$ cat config.mk
export PLATFORM = sky130hd
export DESIGN_NAME = tgt_prog_if
export DESIGN_NICKNAME = d
export VERILOG_FILES = /design/src/rtl/tpi_pkg.sv /design/src/rtl/tpi_edge.sv /design/src/rtl/tpi_pc.sv /design/src/rtl/tgt_prog_if.sv
export SDC_FILE = /design/constraint.sdc
export NUM_CORES = 1
export LEC_CHECK = 0
export BUFFER_PORTS_ARGS = -buffer_cell sky130_fd_sc_hd__buf_2
export CORE_UTILIZATION = 50
export CTS_CLUSTER_SIZE = 24
export DETAILED_ROUTE_END_ITERATION = 7
export HOLD_SLACK_MARGIN = 0.03
export PLACE_DENSITY = 0.74
export SYNTH_ARGS = -nofsm -noshare
export SYNTH_HDL_FRONTEND = slang
export SYNTH_SLANG_ARGS = --single-unit
$ cat constraint.sdc
create_clock -name clk -period 4.4 [get_ports clk]
set_input_delay 0.22 -clock clk [delete_from_list [all_inputs] [get_ports clk]]
set_output_delay 0.22 -clock clk [all_outputs]
set_load 0.01 [all_outputs]
$ cat src/rtl/tpi_pkg.sv
package tpi_pkg;

  typedef enum logic {ST_CMD, ST_FRAME} st_e;

  typedef enum logic [2:0] {
    OP_ERASE = 3'd0,
    OP_PROG  = 3'd1,
    OP_BULKP = 3'd2,
    OP_BULKD = 3'd3,
    OP_CHIP  = 3'd4,
    OP_END   = 3'd5
  } op_e;

  typedef enum logic [2:0] {
    FK_NONE, FK_CFG, FK_LDP, FK_LDD, FK_RDP, FK_RDD
  } frame_e;

  typedef struct packed {
    frame_e frame;
    logic   op_vld;
    op_e    op;
    logic   inc;
  } dec_t;

  function automatic dec_t decode_cmd(input logic [4:0] c);
    dec_t d;
    d = '{frame: FK_NONE, op_vld: 1'b0, op: OP_ERASE, inc: 1'b0};
    case (c)
      5'b00000: d.frame = FK_CFG;
      5'b00010: d.frame = FK_LDP;
      5'b00011: d.frame = FK_LDD;
      5'b00100: d.frame = FK_RDP;
      5'b00101: d.frame = FK_RDD;
      5'b00110: d.inc = 1'b1;
      5'b01000: begin d.op_vld = 1'b1; d.op = OP_ERASE; end
      5'b11000: begin d.op_vld = 1'b1; d.op = OP_PROG;  end
      5'b01001: begin d.op_vld = 1'b1; d.op = OP_BULKP; end
      5'b01011: begin d.op_vld = 1'b1; d.op = OP_BULKD; end
      5'b11111: begin d.op_vld = 1'b1; d.op = OP_CHIP;  end
      5'b10111: begin d.op_vld = 1'b1; d.op = OP_END;   end
      default:  ;
    endcase
    return d;
  endfunction

endpackage

$ cat src/rtl/tpi_edge.sv
module tpi_edge (
  input  logic clk,
  input  logic rst,
  input  logic lvl_i,
  output logic rise_o,
  output logic fall_o
);
  logic prev_q;

  always_ff @(posedge clk) begin
    if (rst) prev_q <= 1'b0;
    else     prev_q <= lvl_i;
  end

  assign rise_o = lvl_i & ~prev_q;
  assign fall_o = ~lvl_i & prev_q;
endmodule

$ cat src/rtl/tpi_pc.sv
module tpi_pc #(
  parameter int PC_W   = 14,
  parameter int PHYS_W = 12
) (
  input  logic            clk,
  input  logic            rst,
  input  logic            inc_i,
  input  logic            cfg_i,
  output logic [PC_W-1:0] pc_o,
  output logic [PC_W-1:0] addr_o
);
  localparam logic [PC_W-1:0] CFG_BASE  = PC_W'(1) << (PC_W-1);
  localparam logic [PC_W-1:0] USER_MASK = (PC_W'(1) << PHYS_W) - PC_W'(1);

  function automatic logic [PC_W-1:0] next_pc(input logic [PC_W-1:0] p);
    if (p[PC_W-1]) return {1'b1, p[PC_W-2:0] + 1'b1};
    else           return p + 1'b1;
  endfunction

  function automatic logic [PC_W-1:0] phys_addr(input logic [PC_W-1:0] p);
    if (p[PC_W-1]) return p;
    else           return p & USER_MASK;
  endfunction

  logic [PC_W-1:0] pc_q;

  always_ff @(posedge clk) begin
    if (rst)        pc_q <= '0;
    else if (cfg_i) pc_q <= CFG_BASE;
    else if (inc_i) pc_q <= next_pc(pc_q);
  end

  assign pc_o   = pc_q;
  assign addr_o = phys_addr(pc_q);
endmodule

$ cat src/rtl/tgt_prog_if.sv
module tgt_prog_if #(
  parameter int PC_W   = 14,
  parameter int PHYS_W = 12,
  parameter int DW     = 14,
  parameter int DMW    = 8
) (
  input  logic            clk,
  input  logic            rst,
  input  logic            sclk_i,
  input  logic            sdat_i,
  output logic            sdat_o,
  output logic            sdat_oe,
  input  logic            cp_data_i,
  input  logic [DW-1:0]   prog_rdata,
  input  logic [DMW-1:0]  dmem_rdata,
  output logic [PC_W-1:0] mem_addr,
  output logic [PC_W-1:0] pc_o,
  output logic            wr_stb,
  output logic [DW-1:0]   wr_data,
  output logic            dwr_stb,
  output logic [DMW-1:0]  dwr_data,
  output logic            op_stb,
  output logic [2:0]      op_code
);
  import tpi_pkg::*;

  localparam int CMD_LEN   = 6;
  localparam int FRAME_LEN = DW + 2;
  localparam int CNT_W     = $clog2(FRAME_LEN);
  localparam logic [CNT_W-1:0] CMD_LAST   = CNT_W'(CMD_LEN - 1);
  localparam logic [CNT_W-1:0] FRAME_LAST = CNT_W'(FRAME_LEN - 1);

  st_e             st;
  frame_e          kind;
  logic [CNT_W-1:0] cnt;
  logic [4:0]      shreg;
  logic [DW-1:0]   tx, rx;
  logic            rise_w, fall_w;
  logic            cmd_done_w, pc_inc_w, pc_cfg_w, in_frame_w, rd_kind_w;
  dec_t            dec_w;
  logic [DW-1:0]   rd_word_w;

  tpi_edge u_edge (
    .clk(clk), .rst(rst), .lvl_i(sclk_i), .rise_o(rise_w), .fall_o(fall_w)
  );

  assign dec_w      = decode_cmd(shreg);
  assign cmd_done_w = (st == ST_CMD) && fall_w && (cnt == CMD_LAST);
  assign pc_inc_w   = cmd_done_w && dec_w.inc;
  assign pc_cfg_w   = cmd_done_w && (dec_w.frame == FK_CFG);
  assign in_frame_w = (st == ST_FRAME);
  assign rd_kind_w  = (kind == FK_RDP) || (kind == FK_RDD);
  assign rd_word_w  = (dec_w.frame == FK_RDP) ? prog_rdata :
                      cp_data_i ? '0 : {{(DW-DMW){1'b0}}, dmem_rdata};

  tpi_pc #(.PC_W(PC_W), .PHYS_W(PHYS_W)) u_pc (
    .clk(clk), .rst(rst), .inc_i(pc_inc_w), .cfg_i(pc_cfg_w),
    .pc_o(pc_o), .addr_o(mem_addr)
  );

  always_ff @(posedge clk) begin
    if (rst) begin
      st       <= ST_CMD;
      kind     <= FK_NONE;
      cnt      <= '0;
      shreg    <= '0;
      tx       <= '0;
      rx       <= '0;
      sdat_o   <= 1'b0;
      sdat_oe  <= 1'b0;
      wr_stb   <= 1'b0;
      wr_data  <= '0;
      dwr_stb  <= 1'b0;
      dwr_data <= '0;
      op_stb   <= 1'b0;
      op_code  <= '0;
    end else begin
      wr_stb  <= 1'b0;
      dwr_stb <= 1'b0;
      op_stb  <= 1'b0;
      case (st)
        ST_CMD: begin
          if (fall_w) begin
            if (cnt == CMD_LAST) begin
              cnt <= '0;
              if (dec_w.op_vld) begin
                op_stb  <= 1'b1;
                op_code <= dec_w.op;
              end
              if (dec_w.frame != FK_NONE) begin
                st   <= ST_FRAME;
                kind <= dec_w.frame;
                tx   <= rd_word_w;
              end
            end else begin
              shreg <= {sdat_i, shreg[4:1]};
              cnt   <= cnt + 1'b1;
            end
          end
        end
        ST_FRAME: begin
          if (rise_w && rd_kind_w) begin
            if (cnt == FRAME_LAST) begin
              sdat_oe <= 1'b0;
              sdat_o  <= 1'b0;
            end else if (cnt != '0) begin
              sdat_oe <= 1'b1;
              sdat_o  <= tx[0];
              tx      <= tx >> 1;
            end
          end
          if (fall_w) begin
            if (cnt == FRAME_LAST) begin
              cnt <= '0;
              st  <= ST_CMD;
              if (kind == FK_LDP) begin
                wr_stb  <= 1'b1;
                wr_data <= rx;
              end
              if (kind == FK_LDD) begin
                dwr_stb  <= 1'b1;
                dwr_data <= rx[DMW-1:0];
              end
            end else begin
              if (cnt != '0) rx <= {sdat_i, rx[DW-1:1]};
              cnt <= cnt + 1'b1;
            end
          end
        end
        default: st <= ST_CMD;
      endcase
    end
  end
endmodule

==> impl_metrics.toml <==
[sta]
final.setup_skew_ns = 0.00591
final_max_slew_viol_count = 0
tns_ns = 0
setup_viol = 0
fmax_mhz = 390
layout_min_cycle_time_ns = 2.56
hold_violations = 0
fin_crit_sh_pct = 58.3
slew_headroom_pct = 29.4
rsz0062_at_grt = "no"
worst_pin_slew_ns = 1.06

[drt]
ant_nets = 0
routed_wl_mm = 8.62
firstDrtPassIters = 4
via_count = 3478
initialDrtViolationCount = 150
via_per_inst = 5.62
drc_errors = 0
routedWlPerCell_microns = 13.9

[power_and_ir_drop]
p_leak_uw = 0.00192
p_int_uw = 1120
p_comb_share_pct = 3.6
max-vdd-ir-drop_mv = 0.216
clkPwrFrac_pct = 42.2
swShare_pct = 22.1
power.density_mw_per_mm2 = 307
power_uw = 1440
p_switching_uw = 318
power_frac_seq_pct = 54.3

[worst_setup_path]
worst-path-buf-inv = 0
worstReg2RegStart = "in_frame_w$_SDFF_PP0_"
cp_num_cells = 4
cp_top_family = "simple AND/OR/NAND/NOR gates"
critPathCapture = "dwr_data[5]$_SDFFE_PP0P_"
end_kind = "flop"
worst_r2r_path_depth = 4
cpPeakStageDelay_ns = 1.01
cpMaxStageDelayCell = "dfxtp_1"
arrival_ns = 2.80
r2r_slack_ns = 1.84
criticalPathCategory = "reg2reg"
path_cells = "nand3b_1 > or4_1 > mux2i_1 > nor2_1"
crit_required_ns = 4.64
crit_start = "in_frame_w$_SDFF_PP0_"
startpoint_type = "flop"
r2r-end = "dwr_data[5]$_SDFFE_PP0P_"
crit_path_max_fanout = 35

[placed_design]
finalWeightedCongestion = 0.748
dp_cells = 603
hpwlAfterDp_mm = 5.89
io_buffers = 84

[clocking]
cts_max_path_buffers = 2
numCtsBuffers = 9
ctsHoldBuffers = 0
cts_root_buffer = "clkbuf_8"
cts_max_level = 3
clock_latency_ns = 0.36
cts_resized = 0
cts_tree = "built"
cts_sinks = 86
cts_setup_buffers = 0
clkSlewWorstSetupHoldPaths_ns = 0.09

[final_layout]
antennaDiodeCount = 0
instances_no_fill = 619
fill_cells = 723
area_growth_pct = 14.0
drive_gt1_share_pct = 22.8
nets = 543

[global_routing]
antenna_found_initial = 0
grt_overflow = 0
grt_pass1_vias = 3145
grt_pass1_wl_mm = 14.5
grt_usage_pct = 21.0
grt_start_max_net_pins = 48

[logic_synthesis]
ys_top_cells_by_count = "dfxtp_1, nor2_1, mux2i_1"
async_reset_ff_share_pct = 0
syn_area_sq_mm = 0.00411
syn_area_per_cell_sq_um = 9.02
synth_cell_types = 55
syn_inst = 456
synth_edf_count = 0
synth_flop_cell = "dfxtp_1"
synth_most_common_cell = "dfxtp_1"
synth_top_area_share_pct = 41.9
synth.area.top_cells = "dfxtp_1, mux2i_1, nor2_1, a21oi_1, buf_4"
synth_warnings = 0
netlist.top_cell.by_area = "dfxtp_1"
ys_ff_latch = 86
syn-num-nets = 487
yosysSeqAreaShare_pct = 41.9

[die]
initial_core_util_pct = 52.4
core_sq_mm = 0.00785
die_w_microns = 92.7
ios = 85
rows = 32
die_y_microns = 92.7
dieArea_sq_mm = 0.00859

[min_path]
hold_path_class = "in2reg"
min_from = "sdat_i"

[outcome]
outcome = "completed"

[flow_run]
maxCapViolCount = 0
[cell type report]
type | count | area (sq um) | share of cell area (%)
Multi-Input combinational cell | 320 | 2130 | 45.5
Sequential cell | 86 | 1720 | 36.7
Timing Repair Buffer | 90 | 465 | 9.93
Tap cell | 102 | 128 | 2.72
Clock buffer | 9 | 124 | 2.64
Clock inverter | 7 | 98.8 | 2.11
Inverter | 5 | 18.8 | 0.400
[worst min-delay path by stage]
stage                                     to  slack (ns)  depth (start not counted)
finish                 shreg[4]$_SDFFE_PP0P_        0.12                          3
global route           shreg[4]$_SDFFE_PP0P_        0.12                          3
CTS                    shreg[4]$_SDFFE_PP0P_        0.11                          3
detailed placement      sdat_oe$_SDFFE_PP0P_        0.47                          2
global placement         tx[13]$_SDFFE_PP0P_        0.45                          2
floorplan           u_edge.prev_q$_SDFF_PP0_        0.35                          1
[worst reg2reg max path: stages (launching register included)]
cell	delay, ns
dfxtp_1	1.01
nand3b_1	0.33
or4_1	0.80
mux2i_1	0.25
nor2_1	0.05
[cell usage in the layout (no fill, tap or decap), types with 5 or more instances in the layout]
cell      count
dfxtp_1      86
buf_2        84
nor2_1       56
mux2i_1      46
a21oi_1      27
nand2_1      19
nand3_1      19
nor3_1       16
nand2b_1     15
nor2b_1      14
o21ai_0      13
a211oi_1      9
clkbuf_8      9
nand4b_1      8
o41ai_1       8
or3_1         6
buf_4         6
inv_1         5
[routing by layer]
metal / GRT usage, % / routed length, microns / share of wire, %
met5: 0 / 0 / 0
met4: 7.18 / 100 / 1.2
met3: 6.81 / 448 / 5.2
met2: 34.0 / 4040 / 47
met1: 26.2 / 4030 / 47
[flip-flops by register name, summed over array words and instances, names as in the netlist]
| signal | cells |
|---|---|
| op_code | 3 |
| kind | 3 |
| u_edge.prev_q | 1 |
| wr_stb | 1 |
| sdat_oe | 1 |
| op_stb | 1 |
| in_frame_w | 1 |
| wr_data | 14 |
| dwr_stb | 1 |
| u_pc.pc_o | 14 |
| rx | 14 |
| dwr_data | 8 |
| cnt | 4 |
| shreg | 5 |
| sdat_o | 1 |
| tx | 14 |
[power by group through the flow]
| stage | clock network (uW) | registers [uW] | logic [uW] |
|---|---|---|---|
| floorplan | 0 | 799 | 33.7 |
| global placement | 0 | 800 | 50.4 |
| detailed placement | 0 | 800 | 51.4 |
| CTS | 627 | 782 | 51.6 |
| global route | 660 | 782 | 57.6 |
| finish | 607 | 782 | 51.1 |
[kinds of logic after synthesis]
logic type | Yosys count | share of synthesized area (%)
compound gates | 72 | 11.7
fa+ha+maj | 4 | 1.22
flops | 86 | 41.9
buf+inv | 50 | 6.30
xor+xnor | 4 | 0.852
simple gates | 194 | 26.9
mux | 46 | 11.2
[metrics by stage]
step                setup slack [ns]  utilization, %  instance area [sq um]  hold WS [ns]
floorplan                       2.58               -                   4110         0.348
global placement                1.93            56.9                   4460         0.449
detailed placement              1.86            56.9                   4460         0.467
CTS                             1.83            59.7                   4690         0.114
global route                    1.57            59.7                   4690         0.122
finish                          1.84            59.7                   4690         0.124
No activity file was read; power rests on OpenSTA's default activity.
